$ cat src/rtl/tamper_pkg.sv
package tamper_pkg;
  localparam int CNT_W = 4;
  typedef logic [CNT_W-1:0] cnt_t;

  // filter length in samples for the global filter select
  function automatic cnt_t filt_len(input logic [1:0] sel);
    case (sel)
      2'b00:   return cnt_t'(2);
      2'b01:   return cnt_t'(4);
      default: return cnt_t'(8);
    endcase
  endfunction
endpackage

$ cat src/rtl/tamper_sync.sv
module tamper_sync #(
  parameter int W = 1
) (
  input  logic         clk,
  input  logic         rst,
  input  logic [W-1:0] d,
  output logic [W-1:0] q
);
  logic [W-1:0] stage1;

  always_ff @(posedge clk) begin
    if (rst) begin
      stage1 <= '0;
      q      <= '0;
    end else begin
      stage1 <= d;
      q      <= stage1;
    end
  end
endmodule

$ cat src/rtl/tamper_detect.sv
module tamper_detect
  import tamper_pkg::*;
(
  input  logic clk,
  input  logic rst,
  input  logic act,
  input  logic en,
  input  logic level,
  input  logic tick,
  input  cnt_t lim,
  output logic hit
);
  logic act_d;
  cnt_t run;

  always_ff @(posedge clk) begin
    if (rst) begin
      act_d <= 1'b0;
      run   <= '0;
    end else begin
      act_d <= act;
      if (!en || !level) begin
        run <= '0;
      end else if (tick) begin
        if (!act)          run <= '0;
        else if (run < lim) run <= run + cnt_t'(1);
      end
    end
  end

  always_comb begin
    if (!en)        hit = 1'b0;
    else if (level) hit = tick & act & (run == lim - cnt_t'(1));
    else            hit = act & ~act_d;
  end
endmodule

$ cat src/rtl/backup_bank.sv
module backup_bank #(
  parameter int DEPTH  = 8,
  parameter int DATA_W = 32,
  localparam int ADDR_W = $clog2(DEPTH)
) (
  input  logic              clk,
  input  logic              por_rst,
  input  logic              erase,
  input  logic              we,
  input  logic [ADDR_W-1:0] addr,
  input  logic [DATA_W-1:0] wdata,
  output logic [DATA_W-1:0] rdata
);
  logic [DATA_W-1:0] mem [DEPTH];

  always_ff @(posedge clk) begin
    if (por_rst || erase) begin
      for (int i = 0; i < DEPTH; i++) mem[i] <= '0;
    end else if (we) begin
      mem[addr] <= wdata;
    end
  end

  always_ff @(posedge clk) begin
    if (por_rst) rdata <= '0;
    else         rdata <= mem[addr];
  end
endmodule

$ cat src/rtl/tamper_guard.sv
module tamper_guard
  import tamper_pkg::*;
#(
  parameter int NUM_IN = 3,
  parameter int DEPTH  = 8,
  parameter int DATA_W = 32,
  localparam int ADDR_W = $clog2(DEPTH)
) (
  input  logic              clk,
  input  logic              por_rst,
  input  logic              sys_rst,
  input  logic [NUM_IN-1:0] tamp_pin,
  input  logic [NUM_IN-1:0] tamp_en,
  input  logic [NUM_IN-1:0] tamp_pol,
  input  logic [NUM_IN-1:0] tamp_level,
  input  logic [1:0]        filt_sel,
  input  logic              samp_tick,
  input  logic              irq_en,
  input  logic              ts_on_tamp,
  input  logic [NUM_IN-1:0] flag_clr,
  input  logic              bk_we,
  input  logic [ADDR_W-1:0] bk_addr,
  input  logic [DATA_W-1:0] bk_wdata,
  output logic [DATA_W-1:0] bk_rdata,
  output logic [NUM_IN-1:0] tamp_flag,
  output logic              tamp_irq,
  output logic              ts_req
);
  logic              core_rst;
  logic [NUM_IN-1:0] act_raw;
  logic [NUM_IN-1:0] act_sync;
  logic [NUM_IN-1:0] tamp_hit;
  cnt_t              lim;

  assign core_rst = por_rst | sys_rst;
  // fold polarity in ahead of the synchronizer: reset state means inactive
  assign act_raw  = tamp_pin ^ ~tamp_pol;
  assign lim      = filt_len(filt_sel);

  tamper_sync #(.W(NUM_IN)) u_sync (
    .clk (clk),
    .rst (core_rst),
    .d   (act_raw),
    .q   (act_sync)
  );

  for (genvar g = 0; g < NUM_IN; g++) begin : g_det
    tamper_detect u_det (
      .clk   (clk),
      .rst   (core_rst),
      .act   (act_sync[g]),
      .en    (tamp_en[g]),
      .level (tamp_level[g]),
      .tick  (samp_tick),
      .lim   (lim),
      .hit   (tamp_hit[g])
    );
  end

  always_ff @(posedge clk) begin
    if (core_rst) begin
      tamp_flag <= '0;
      tamp_irq  <= 1'b0;
      ts_req    <= 1'b0;
    end else begin
      tamp_flag <= (tamp_flag & ~flag_clr) | tamp_hit;
      tamp_irq  <= irq_en & (|tamp_flag);
      ts_req    <= ts_on_tamp & (|tamp_hit);
    end
  end

  backup_bank #(.DEPTH(DEPTH), .DATA_W(DATA_W)) u_bank (
    .clk     (clk),
    .por_rst (por_rst),
    .erase   (|tamp_hit),
    .we      (bk_we),
    .addr    (bk_addr),
    .wdata   (bk_wdata),
    .rdata   (bk_rdata)
  );
endmodule

$ cat config.mk
export PLATFORM = sky130hd
export DESIGN_NAME = tamper_guard
export DESIGN_NICKNAME = d
export VERILOG_FILES = /design/src/rtl/tamper_pkg.sv /design/src/rtl/tamper_sync.sv /design/src/rtl/tamper_detect.sv /design/src/rtl/backup_bank.sv /design/src/rtl/tamper_guard.sv
export SDC_FILE = /design/constraint.sdc
export NUM_CORES = 1
export LEC_CHECK = 0
export ABC_AREA = 1
export ABC_CLOCK_PERIOD_IN_PS = 3700
export BUFFER_PORTS_ARGS = -buffer_cell sky130_fd_sc_hd__buf_2
export CORE_UTILIZATION = 50
export CTS_CLUSTER_DIAMETER = 80
export CTS_CLUSTER_SIZE = 24
export DETAILED_ROUTE_END_ITERATION = 6
export PLACE_DENSITY = 0.68
export SETUP_SLACK_MARGIN = 0.4
export SLEW_MARGIN = 20
export SYNTH_ARGS = -nofsm -noshare
export SYNTH_HDL_FRONTEND = slang
export SYNTH_SLANG_ARGS = --single-unit
$ cat constraint.sdc
create_clock -name clk -period 3.7 [get_ports clk]
set_input_delay 0 -clock clk [delete_from_list [all_inputs] [get_ports clk]]
set_output_delay 0 -clock clk [all_outputs]
set_load 0.02 [all_outputs]
Word level (Yosys, flattened, before mapping):

Memories as Yosys holds them, arrays and structs flattened. A register that Yosys moved wholly into a read port is not among the register bits.
Index checks and enable logic that the tools add are counted.

* flip-flop bits (word level): 26
* bits in writable memories: 256
* input bits: 59
* output and inout bits: 37
* word-level logic and storage cells: 87
* memories kept: 1

* $add $sub $neg: 4
* magnitude comparators: 3
* equal/unequal tests: 7
* mux-type cells: 21
* bitwise logic cells: 20
* reductions and logical operators: 20

Memory list
* u_bank.mem: depth 8, width 32, read ports 1, clocked after memory_dff 1, write ports 8, RTL line backup_bank.sv:14 `logic [DATA_W-1:0] mem [DEPTH];`

Operators with widths (count)
* 32-bit 2-to-1 mux: 1
* 32-bit OR reduction: 1
* 4-bit 2-to-1 mux: 6
* 4-bit by 1-bit adder with 4-bit output, second input constant: 3
* 4-bit == test: 3
* 4-bit < comparator: 3
* 1-bit 2-to-1 mux: 12
* 1-bit bitwise AND: 11
* 4-bit one-hot mux with 2 select lines: 1
* 1-bit logical NOT: 6
* 2-bit by 1-bit inequality test with 1-bit output, second input constant: 3
* 3-bit inverter: 2
* 2-bit AND reduction: 3
* 2-bit OR reduction: 3
* 3-bit OR reduction: 2
* 1-bit logical OR: 4
* 4-bit by 1-bit subtractor with 4-bit output, second input constant: 1
* 3-bit bitwise AND: 1
* 3-bit 2-to-1 mux: 1
* 1-bit inverter: 3
* 3-bit OR: 1
* 3-bit bitwise XOR: 1
* 2-bit by 1-bit == test with 1-bit output, second input constant: 1
* 2-bit logical NOT: 1
* 1-bit OR: 1

Depth between registers and ports, before layout:

Gate-level depths: netlist of run 1.

* depth in word-level cells: 13
* gate-level depth with buffers: 15
* mapped depth without buffers: 14

Hierarchy:

Synthesis of run 1 repeated with hierarchy kept, for this count alone.

* cells, all modules: 1553
* area, all modules: 14300.0 um2

Modules (own cells, without submodules)
* backup_bank: instances 1, cells each 1227, area an instance 12290.5 um2
* tamper_detect: instances 3, cells each 90, area an instance 529.3 um2
* tamper_guard: instances 1, cells each 38, area an instance 256.5 um2
* tamper_sync: instances 1, cells each 18, area an instance 165.2 um2

Least setup slack after synthesis of run 1:

Ideal clock, no wire load.

* path kind: input to register
* start: input filt_sel[1]
* end: memory u_bank.mem[1][0] (enable)
* data arrival time: 2.364 ns
* slack: 0.946 ns
* stages: 15
* path through: nor2_1 inv_1 ha_1 inv_2 nand2_1 nand2_1 nor2_1 nand3_1 nand2_1 nand2_2 nand2_4 nor2_8 nand4_4 buf_6 nand2_1

RTL lines
* start, declared: RTL line tamper_guard.sv:16 `input logic [1:0] filt_sel,`
* end, declared: RTL line backup_bank.sv:14

==> results of run 1 <==
==> cell usage in the layout, fill, tap and decap left out, types with 3 or more instances in the layout <==
master                          instances
sky130_fd_sc_hd__nor2_1               293
sky130_fd_sc_hd__edfxtp_1             256
sky130_fd_sc_hd__nand2_1              161
sky130_fd_sc_hd__buf_2                 95
sky130_fd_sc_hd__inv_1                 87
sky130_fd_sc_hd__dfxtp_1               58
sky130_fd_sc_hd__dlygate4sd3_1         55
sky130_fd_sc_hd__a21oi_1               33
sky130_fd_sc_hd__a221oi_1              32
sky130_fd_sc_hd__a22oi_1               29
sky130_fd_sc_hd__buf_4                 26
sky130_fd_sc_hd__nand3_1               23
sky130_fd_sc_hd__clkbuf_16             18
sky130_fd_sc_hd__a22o_1                15
sky130_fd_sc_hd__o21ai_0               15
sky130_fd_sc_hd__ha_1                  14
sky130_fd_sc_hd__inv_2                 11
sky130_fd_sc_hd__a31oi_1               11
sky130_fd_sc_hd__nand2_2               10
sky130_fd_sc_hd__clkbuf_1               9
sky130_fd_sc_hd__nand4_4                8
sky130_fd_sc_hd__a41oi_1                5
sky130_fd_sc_hd__a211oi_1               4
sky130_fd_sc_hd__xor2_1                 4
sky130_fd_sc_hd__nor2_2                 3
sky130_fd_sc_hd__nor3_1                 3
==> metrics by stage <==
| step | worst slack (ps) | std cells | utilization, % | area, µm² |
|---|---|---|---|---|
| 3_3_place_gp | 1030 | 1545 | 54.4 | 13800 |
| 5_1_grt | 956 | 1630 | 58.6 | 14900 |
| 6_report | 1150 | 1630 | 58.6 | 14900 |
| 3_5_place_dp | 979 | 1545 | 54.4 | 13800 |
| 4_1_cts | 1140 | 1630 | 58.6 | 14900 |
| 2_1_floorplan | 946 | 1145 | - | 13000 |
==> registers in the layout (all words and copies together), names as in the netlist <==
name and cells:
tamp_flag 3, u_bank.mem 256, ts_req 1, tamp_irq 1
u_sync.stage1 3, g_det.u_det.act_d 3, u_bank.rdata 32, g_det.u_det.run 12
u_sync.q 3
==> final cells by class <==
cell class	instances	area, µm²	area share (%)
Inverter	99	373	2.51
Clock inverter	3	32.5	0.219
Tap cell	330	413	2.78
Clock buffer	27	484	3.25
Multi-Input combinational cell	679	3460	23.3
Sequential cell	314	8850	59.5
Timing Repair Buffer	178	1260	8.48
==> path summary, 6_finish.rpt <==
kind	startpoint	endpoint	slack, ps	depth (start not counted)
setup / recovery	g_det[1].u_det.run[1]$_SDFFE_PP0P_	u_bank.mem[7][29]$_SDFFCE_PN0P_	1150	13
hold / removal	sys_rst	u_sync.q[2]$_SDFF_PP0_	110	4
setup reg to reg	g_det[1].u_det.run[1]$_SDFFE_PP0P_	u_bank.mem[7][29]$_SDFFCE_PN0P_	1150	13
hold reg to reg	u_sync.stage1[2]$_SDFF_PP0_	u_sync.q[2]$_SDFF_PP0_	400	2
==> worst max-delay path, delay by kind of cell (launching register included) <==
kind                     cells  cell delay, ps
buffers and inverters        3             470
AND/OR/NAND/NOR              9            1110
adder cells (fa/ha/maj)      1             320
flip-flops                   1             360
==> per-layer routing <==
layer	up-vias	routed length, µm	global-route usage, %
li1	4218	-	-
met1	4385	13500	33.0
met2	322	16000	42.9
met3	45	2220	3.25
met4	0	667	6.23
met5	-	0	0
==> kinds of logic (layout without fill, tap and decap cells) <==
family | after synthesis | after routing | share of synthesized area, %
simple gates | 510 | 510 | 16.5
buf+inv | 152 | 307 | 5.83
xor+xnor | 4 | 4 | 0.269
compound gates | 151 | 151 | 8.19
fa+ha+maj | 14 | 14 | 1.34
flops | 314 | 314 | 67.8
==> power breakdown <==
group | switching, mW | internal, mW | leakage (nW) | total (mW)
registers | 0.0477 | 3.99 | 3.12 | 4.04
logic | 0.381 | 0.172 | 2.66 | 0.553
clock network | 1.13 | 0.927 | 0.244 | 2.06
==> what timing repair did <==
| item | 4_1_cts | 5_1_grt |
|---|---|---|
| gates resized for setup | 0 | 0 |
| setup buffers | 0 | 0 |
| hold buffers | 55 | 0 |
| hold endpoints to repair | 282 | 0 |
==> results_tabular.tex, run 1 <==
\begin{tabular}{lr}
\hline
Metric & Value \\
\hline
\multicolumn{2}{l}{\textbf{Status}} \\
\quad Status & completed \\
\multicolumn{2}{l}{\textbf{Synthesis}} \\
\quad Number of enable flip-flop cells after synthesis & 256 \\
\quad Mean area per synthesized cell & around 11 µm² \\
\quad Synth Register Bits & approximately 310 \\
\quad Post-synth top flop & sky130\_fd\_sc\_hd\_\_edfxtp\_1 \\
\quad Top cells by instance count after synthesis & 293 x sky130\_fd\_sc\_hd\_\_nor2\_1, 256 x sky130\_fd\_sc\_hd\_\_edfxtp\_1, 167 x sky130\_fd\_sc\_hd\_\_nand2\_1 \\
\quad Total nets after synthesis & 1218 \\
\quad Synthesized cell area & 0.0130 mm² \\
\quad Leading cell type by number of instances after synthesis & sky130\_fd\_sc\_hd\_\_nor2\_1 \\
\quad Async set or reset register ratio after synthesis & 0\% \\
\quad Sequential cell area fraction in the yosys report & 67.8\% \\
\quad Count of mapped cells out of synthesis & 1145 \\
\quad Distinct cell type count of the synthesized netlist & 37 \\
\quad Yosys Warn Count & 0 \\
\quad Leading cell types by total area after synthesis & sky130\_fd\_sc\_hd\_\_edfxtp\_1 59\%, sky130\_fd\_sc\_hd\_\_dfxtp\_1 8.9\%, sky130\_fd\_sc\_hd\_\_nor2\_1 8.4\% \\
\quad Dominant cell type by area after synthesis & sky130\_fd\_sc\_hd\_\_edfxtp\_1 \\
\quad Area share of the largest cell type after synthesis & 58.9\% \\
\multicolumn{2}{l}{\textbf{Worst setup path}} \\
\quad Setup CP Type & reg -> reg \\
\quad Cell with the largest stage delay on the worst path & sky130\_fd\_sc\_hd\_\_dfxtp\_1 \\
\quad Critical path arrival & 2750 ps \\
\quad Launching element type of the critical path & register \\
\quad Ordered list of cells on the worst path & inv\_1 -> ha\_1 -> inv\_1 -> nand3\_1 -> nor2\_1 -> nand3\_1 -> nand2\_1 -> nand2\_2 -> nand2\_4 -> nor2\_8 -> nand4\_4 -> nand2\_2 -> buf\_4 \\
\quad CP required & 3900 ps \\
\quad Slowest Stage Delay on Critical Path & 360 ps \\
\quad Maximum fanout encountered on the critical timing path & 11 \\
\quad Kind of capture point of the worst setup path & register \\
\multicolumn{2}{l}{\textbf{Global route}} \\
\quad Pin count of the biggest net entering global routing & 34 \\
\quad Final global-route overflow total & 0 \\
\quad Gr usage total & 24.8\% \\
\quad Antenna violations before repair & 0 \\
\quad Global-route wire length before repair & 50100 µm \\
\quad Vias in the first global route & 8923 \\
\multicolumn{2}{l}{\textbf{Clock tree}} \\
\quad Clock Latency Late Sink & between 500 and 600 ps \\
\quad Max Buffers Root-to-Sink & 3 \\
\quad Root buf cell & sky130\_fd\_sc\_hd\_\_clkbuf\_16 \\
\quad Clk slew on worst S/H paths & 100 ps \\
\quad TritonCTS clock tree & done \\
\quad H-tree depth & 1 \\
\quad Number of buffers inserted during clock tree synthesis & 17 \\
\quad Number of sinks on the clock net & between 300 and 400 \\
\multicolumn{2}{l}{\textbf{STA}} \\
\quad RSZ-0062 raised after global routing & false \\
\quad Slew Viols, Final & 0 \\
\quad Period Utilization, post-route & 69.0\% \\
\quad Maximum operating frequency & approximately 390 MHz \\
\quad Final Setup Violations & 0 \\
\quad Slew at the pin with the worst max-slew slack & 890 ps \\
\quad Hold Violations, Final & 0 \\
\quad Final-layout setup total negative slack & 0 ps \\
\quad Headroom to the max-slew limit & 40.6\% \\
\quad Worst-case clock skew & 31.9 ps \\
\quad Hold slack & about 110 ps \\
\quad Post-route minimum period & about 2600 ps \\
\multicolumn{2}{l}{\textbf{Floorplanning}} \\
\quad Area of the core region & 0.0254 mm² \\
\quad Core Rows & just under 60 \\
\quad Die Span X & 164 µm \\
\quad Total die area & 0.0267 mm² \\
\quad I/O pins & 96 \\
\quad Initial Utilization & a little over 50\% \\
\quad Die outline height & 164 µm \\
\multicolumn{2}{l}{\textbf{Layout}} \\
\quad Antenna cell count & 0 \\
\quad Area growth from synthesis to layout & 14.0\% \\
\quad Filler Cells Inserted & 2116 \\
\quad Number of nets in the finished design & 1362 \\
\quad Fraction of final layout cells with drive strength greater than 1 & between 10\% and 20\% \\
\multicolumn{2}{l}{\textbf{Pwr}} \\
\quad Worst supply voltage drop on vdd & around 420 µV \\
\quad Static leakage & roughly 6.0 nW \\
\quad Total power density per cell area & 447 mW/mm² \\
\quad Post-layout total power & 6.65 mW \\
\multicolumn{2}{l}{\textbf{Placed design}} \\
\quad Buffers added on ports & 95 \\
\quad Dpl hpwl & 18700 µm \\
\quad GPL Wtd Cong & roughly 0.87 \\
\multicolumn{2}{l}{\textbf{Min path}} \\
\quad Worst min-delay path category & in -> reg \\
\multicolumn{2}{l}{\textbf{Routing}} \\
\quad Via count & 8970 \\
\quad Sum of routed wire length over all layers & between 30000 and 40000 µm \\
\quad Detail-routed via count per cell & 5.50 \\
\quad Iteration-0 DRC count of the detailed router & 961 \\
\quad Residual DRC & 0 \\
\quad Routed wirelength normalized by instance count & 19.8 µm \\
\quad Post-route ant nets & 0 \\
\quad Detailed-routing iteration count for the pre-antenna-repair pass & 5 \\
\multicolumn{2}{l}{\textbf{Job}} \\
\quad Max-cap violations & 0 \\
\hline
\end{tabular}
No activity file was read; power rests on OpenSTA's default activity.
==> run 2: changes to the inputs <==
Settings changed: ABC_AREA 1 to 0, ABC_CLOCK_PERIOD_IN_PS 3700 to 2450.
Clock period 3.7 ns to 2.45 ns, I/O delays scaled along.
==> run 2 against run 1 <==
Combinational power up 140%. Critical path depth down 3. Fmax up 6.6%. Sequential power up 50%. Synthesized area up 4.6%. Die area up 4.5%. Worst hold slack worse by 97 ps. Largest cell class unchanged. Largest power group unchanged. Highest routed layer unchanged.
==> results_tabular.tex, run 2 <==
\begin{tabular}{lr}
\hline
Metric & Value \\
\hline
\multicolumn{2}{l}{\textbf{Synthesis}} \\
\quad Mean area per synthesized cell & 11.8 µm² \\
\quad Leading cell types by total area after synthesis & sky130\_fd\_sc\_hd\_\_edfxtp\_1 56\%, sky130\_fd\_sc\_hd\_\_dfxtp\_1 8.5\%, sky130\_fd\_sc\_hd\_\_nor3\_1 4.8\% \\
\quad Top cells by instance count after synthesis & 256 x sky130\_fd\_sc\_hd\_\_edfxtp\_1, 133 x sky130\_fd\_sc\_hd\_\_nand2\_1, 131 x sky130\_fd\_sc\_hd\_\_nor3\_1 \\
\quad Number of enable flip-flop cells after synthesis & 256 \\
\quad Total nets after synthesis & 1225 \\
\quad Synthesized cell area & 0.0136 mm² \\
\quad Async set or reset register ratio after synthesis & 0\% \\
\quad Post-synth top flop & sky130\_fd\_sc\_hd\_\_edfxtp\_1 \\
\quad Synth Register Bits & 314 \\
\quad Leading cell type by number of instances after synthesis & sky130\_fd\_sc\_hd\_\_edfxtp\_1 \\
\quad Distinct cell type count of the synthesized netlist & 43 \\
\quad Area share of the largest cell type after synthesis & 56.3\% \\
\quad Count of mapped cells out of synthesis & 1152 \\
\quad Dominant cell type by area after synthesis & sky130\_fd\_sc\_hd\_\_edfxtp\_1 \\
\quad Yosys Warn Count & 0 \\
\quad Sequential cell area fraction in the yosys report & roughly two thirds \\
\multicolumn{2}{l}{\textbf{Global route}} \\
\quad Antenna violations before repair & 0 \\
\quad Gr usage total & 29.2\% \\
\quad Global-route wire length before repair & 62400 µm \\
\quad Pin count of the biggest net entering global routing & 66 \\
\quad Vias in the first global route & 10600 \\
\quad Final global-route overflow total & 0 \\
\multicolumn{2}{l}{\textbf{STA}} \\
\quad Slew Viols, Final & 0 \\
\quad RSZ-0062 raised after global routing & true \\
\quad Final Setup Violations & 0 \\
\quad Maximum operating frequency & 417 MHz \\
\quad Headroom to the max-slew limit & 17.8\% \\
\quad Worst setup slack after layout & 53.8 ps \\
\quad Worst-case clock skew & $\sim$19 ps \\
\quad Post-route minimum period & 2400 ps \\
\quad Period Utilization, post-route & 97.8\% \\
\quad Hold Violations, Final & 0 \\
\quad Hold slack & 16.9 ps \\
\quad Slew at the pin with the worst max-slew slack & 1230 ps \\
\multicolumn{2}{l}{\textbf{Routing}} \\
\quad Routed wirelength normalized by instance count & 24.4 µm \\
\quad Detailed-routing iteration count for the pre-antenna-repair pass & 5 \\
\quad Post-route ant nets & 0 \\
\quad Detail-routed via count per cell & between 6 and 7 \\
\quad Via count & 10800 \\
\quad Sum of routed wire length over all layers & 41500 µm \\
\quad Iteration-0 DRC count of the detailed router & 1313 \\
\quad Residual DRC & 0 \\
\multicolumn{2}{l}{\textbf{Clock tree}} \\
\quad H-tree depth & 1 \\
\quad Number of buffers inserted during clock tree synthesis & 17 \\
\quad Root buf cell & sky130\_fd\_sc\_hd\_\_clkbuf\_16 \\
\quad Clock Latency Late Sink & 520 ps \\
\quad Clk slew on worst S/H paths & 80 ps \\
\quad TritonCTS clock tree & done \\
\quad Max Buffers Root-to-Sink & 3 \\
\quad Number of sinks on the clock net & about 310 \\
\multicolumn{2}{l}{\textbf{Floorplanning}} \\
\quad I/O pins & between 90 and 100 \\
\quad Core Rows & 60 \\
\quad Die outline height & 167 µm \\
\quad Total die area & 0.0280 mm² \\
\quad Die Span X & 167 µm \\
\quad Initial Utilization & 50.8\% \\
\quad Area of the core region & about 0.027 mm² \\
\multicolumn{2}{l}{\textbf{Layout}} \\
\quad Commonest cells after routing, fill and taps aside & 256 x sky130\_fd\_sc\_hd\_\_edfxtp\_1, 133 x sky130\_fd\_sc\_hd\_\_nand2\_1, 95 x sky130\_fd\_sc\_hd\_\_buf\_2 \\
\quad Area growth from synthesis to layout & 31.8\% \\
\quad Antenna cell count & 0 \\
\quad Flip-flop count of the largest register after layout & 256 \\
\quad Top Registers & u\_bank.mem: 256 flops, u\_bank.rdata: 32 flops, g\_det.u\_det.run: 12 flops \\
\quad Most frequent standard cell in the layout excluding fill and tap cells & sky130\_fd\_sc\_hd\_\_edfxtp\_1 \\
\quad Register with the most flip-flops & u\_bank.mem \\
\quad Number of nets in the finished design & 1422 \\
\quad Fraction of final layout cells with drive strength greater than 1 & 25.5\% \\
\multicolumn{2}{l}{\textbf{Worst setup path}} \\
\quad Launching element type of the critical path & register \\
\quad Setup CP Type & reg -> reg \\
\quad Kind of capture point of the worst setup path & register \\
\quad Critical path arrival & 2620 ps \\
\quad Maximum fanout encountered on the critical timing path & 12 \\
\quad CP required & between 2000 and 3000 ps \\
\multicolumn{2}{l}{\textbf{Job}} \\
\quad Max-cap violations & 0 \\
\multicolumn{2}{l}{\textbf{Pwr}} \\
\quad Static leakage & approximately 6.6 nW \\
\quad Total power density per cell area & 582 mW/mm² \\
\quad Worst supply voltage drop on vdd & 594 µV \\
\multicolumn{2}{l}{\textbf{Min path}} \\
\quad Worst min-delay path category & in -> reg \\
\multicolumn{2}{l}{\textbf{Placed design}} \\
\quad GPL Wtd Cong & 0.801 \\
\quad Dpl hpwl & 22100 µm \\
\quad Buffers added on ports & 95 \\
\quad Setup slack after placement & -10.9 ps \\
\multicolumn{2}{l}{\textbf{Status}} \\
\quad Status & completed \\
\hline
\end{tabular}
[run 2: cell families (layout without fill, tap and decap cells)]
logic type,Yosys count,count (layout),share of synthesized area (%)
simple gates,495,495,17.6
flops,314,314,64.9
compound gates,203,203,11.2
buf+inv,117,324,4.15
fa+ha+maj,14,14,1.28
xor+xnor,9,9,0.908
[run 2: cell type report]
class                   count  area (µm²)
fillers                  1936        8890
inverters                  10        37.5
clock buffers              26         459
multi-input cells         721        4820
well taps                 341         427
repair buffers            285        3350
flip-flops and latches    314        8850
clock inverters             3        25.0
[run 2: critical path: stages, from the launching register on]
cell                       delay, ps
sky130_fd_sc_hd__dfxtp_2         360
sky130_fd_sc_hd__inv_2            50
sky130_fd_sc_hd__ha_4            200
sky130_fd_sc_hd__nand4b_1        160
sky130_fd_sc_hd__or4_4           530
sky130_fd_sc_hd__nand4b_4        140
sky130_fd_sc_hd__buf_12          120
sky130_fd_sc_hd__buf_8           100
sky130_fd_sc_hd__buf_12          110
sky130_fd_sc_hd__a211o_4         160
sky130_fd_sc_hd__buf_12          180
[run 2: repair_timing]
action / in CTS / in global routing
endpoints found under the setup margin: 512 / 514
hold endpoints to repair: 186 / 0
pin swaps: 24 / 5
buffers inserted: 34 / 0
hold buffers: 62 / 0
gates cloned: 21 / 9
resized for setup: 58 / 17
[run 2: through the flow]
| step | TNS, ps | util, % | cells | total power, mW | instance area, µm² |
|---|---|---|---|---|---|
| detailed placement | -254 | 57.1 | 1545 | 7.17 | 15400 |
| floorplan | 0 | - | 1152 | 6.68 | 14100 |
| finish | 0 | 66.9 | 1700 | 10.5 | 18000 |
| CTS | 0 | 65.8 | 1691 | 10.4 | 17700 |
| global route | 0 | 66.9 | 1700 | 10.7 | 18000 |
| global placement | 0 | 57.1 | 1545 | 7.15 | 15400 |
[run 2: layer usage]
metal  up-vias  global-route usage (%)  wire (µm)  share of wire [%]
met5         -                       0          0                  0
met2       648                    50.5      20400                 49
li1       4750                       -          -                  -
met4         0                    9.33       1500                3.6
met3       119                    4.11       3630                8.7
met1      5268                    38.0      16000                 39
[run 2: path summary, 6_finish.rpt]
| check | slack, ps | from | cells past startpoint | end |
|---|---|---|---|---|
| hold / removal | 20 | samp_tick | 4 | tamp_flag[1]$_SDFF_PP0_ |
| hold reg to reg | 430 | u_sync.stage1[0]$_SDFF_PP0_ | 1 | u_sync.q[0]$_SDFF_PP0_ |
| setup reg to reg | 50 | g_det[0].u_det.run[1]$_SDFFE_PP0P_ | 10 | u_bank.mem[5][26]$_SDFFCE_PN0P_ |
| setup / recovery | 50 | g_det[0].u_det.run[1]$_SDFFE_PP0P_ | 10 | u_bank.mem[5][26]$_SDFFCE_PN0P_ |
[run 2: report_power, final]
part | switching, mW | internal [mW]
Clock | 1.74 | 1.33
Sequential | 0.0684 | 5.98
Combinational | 0.757 | 0.584
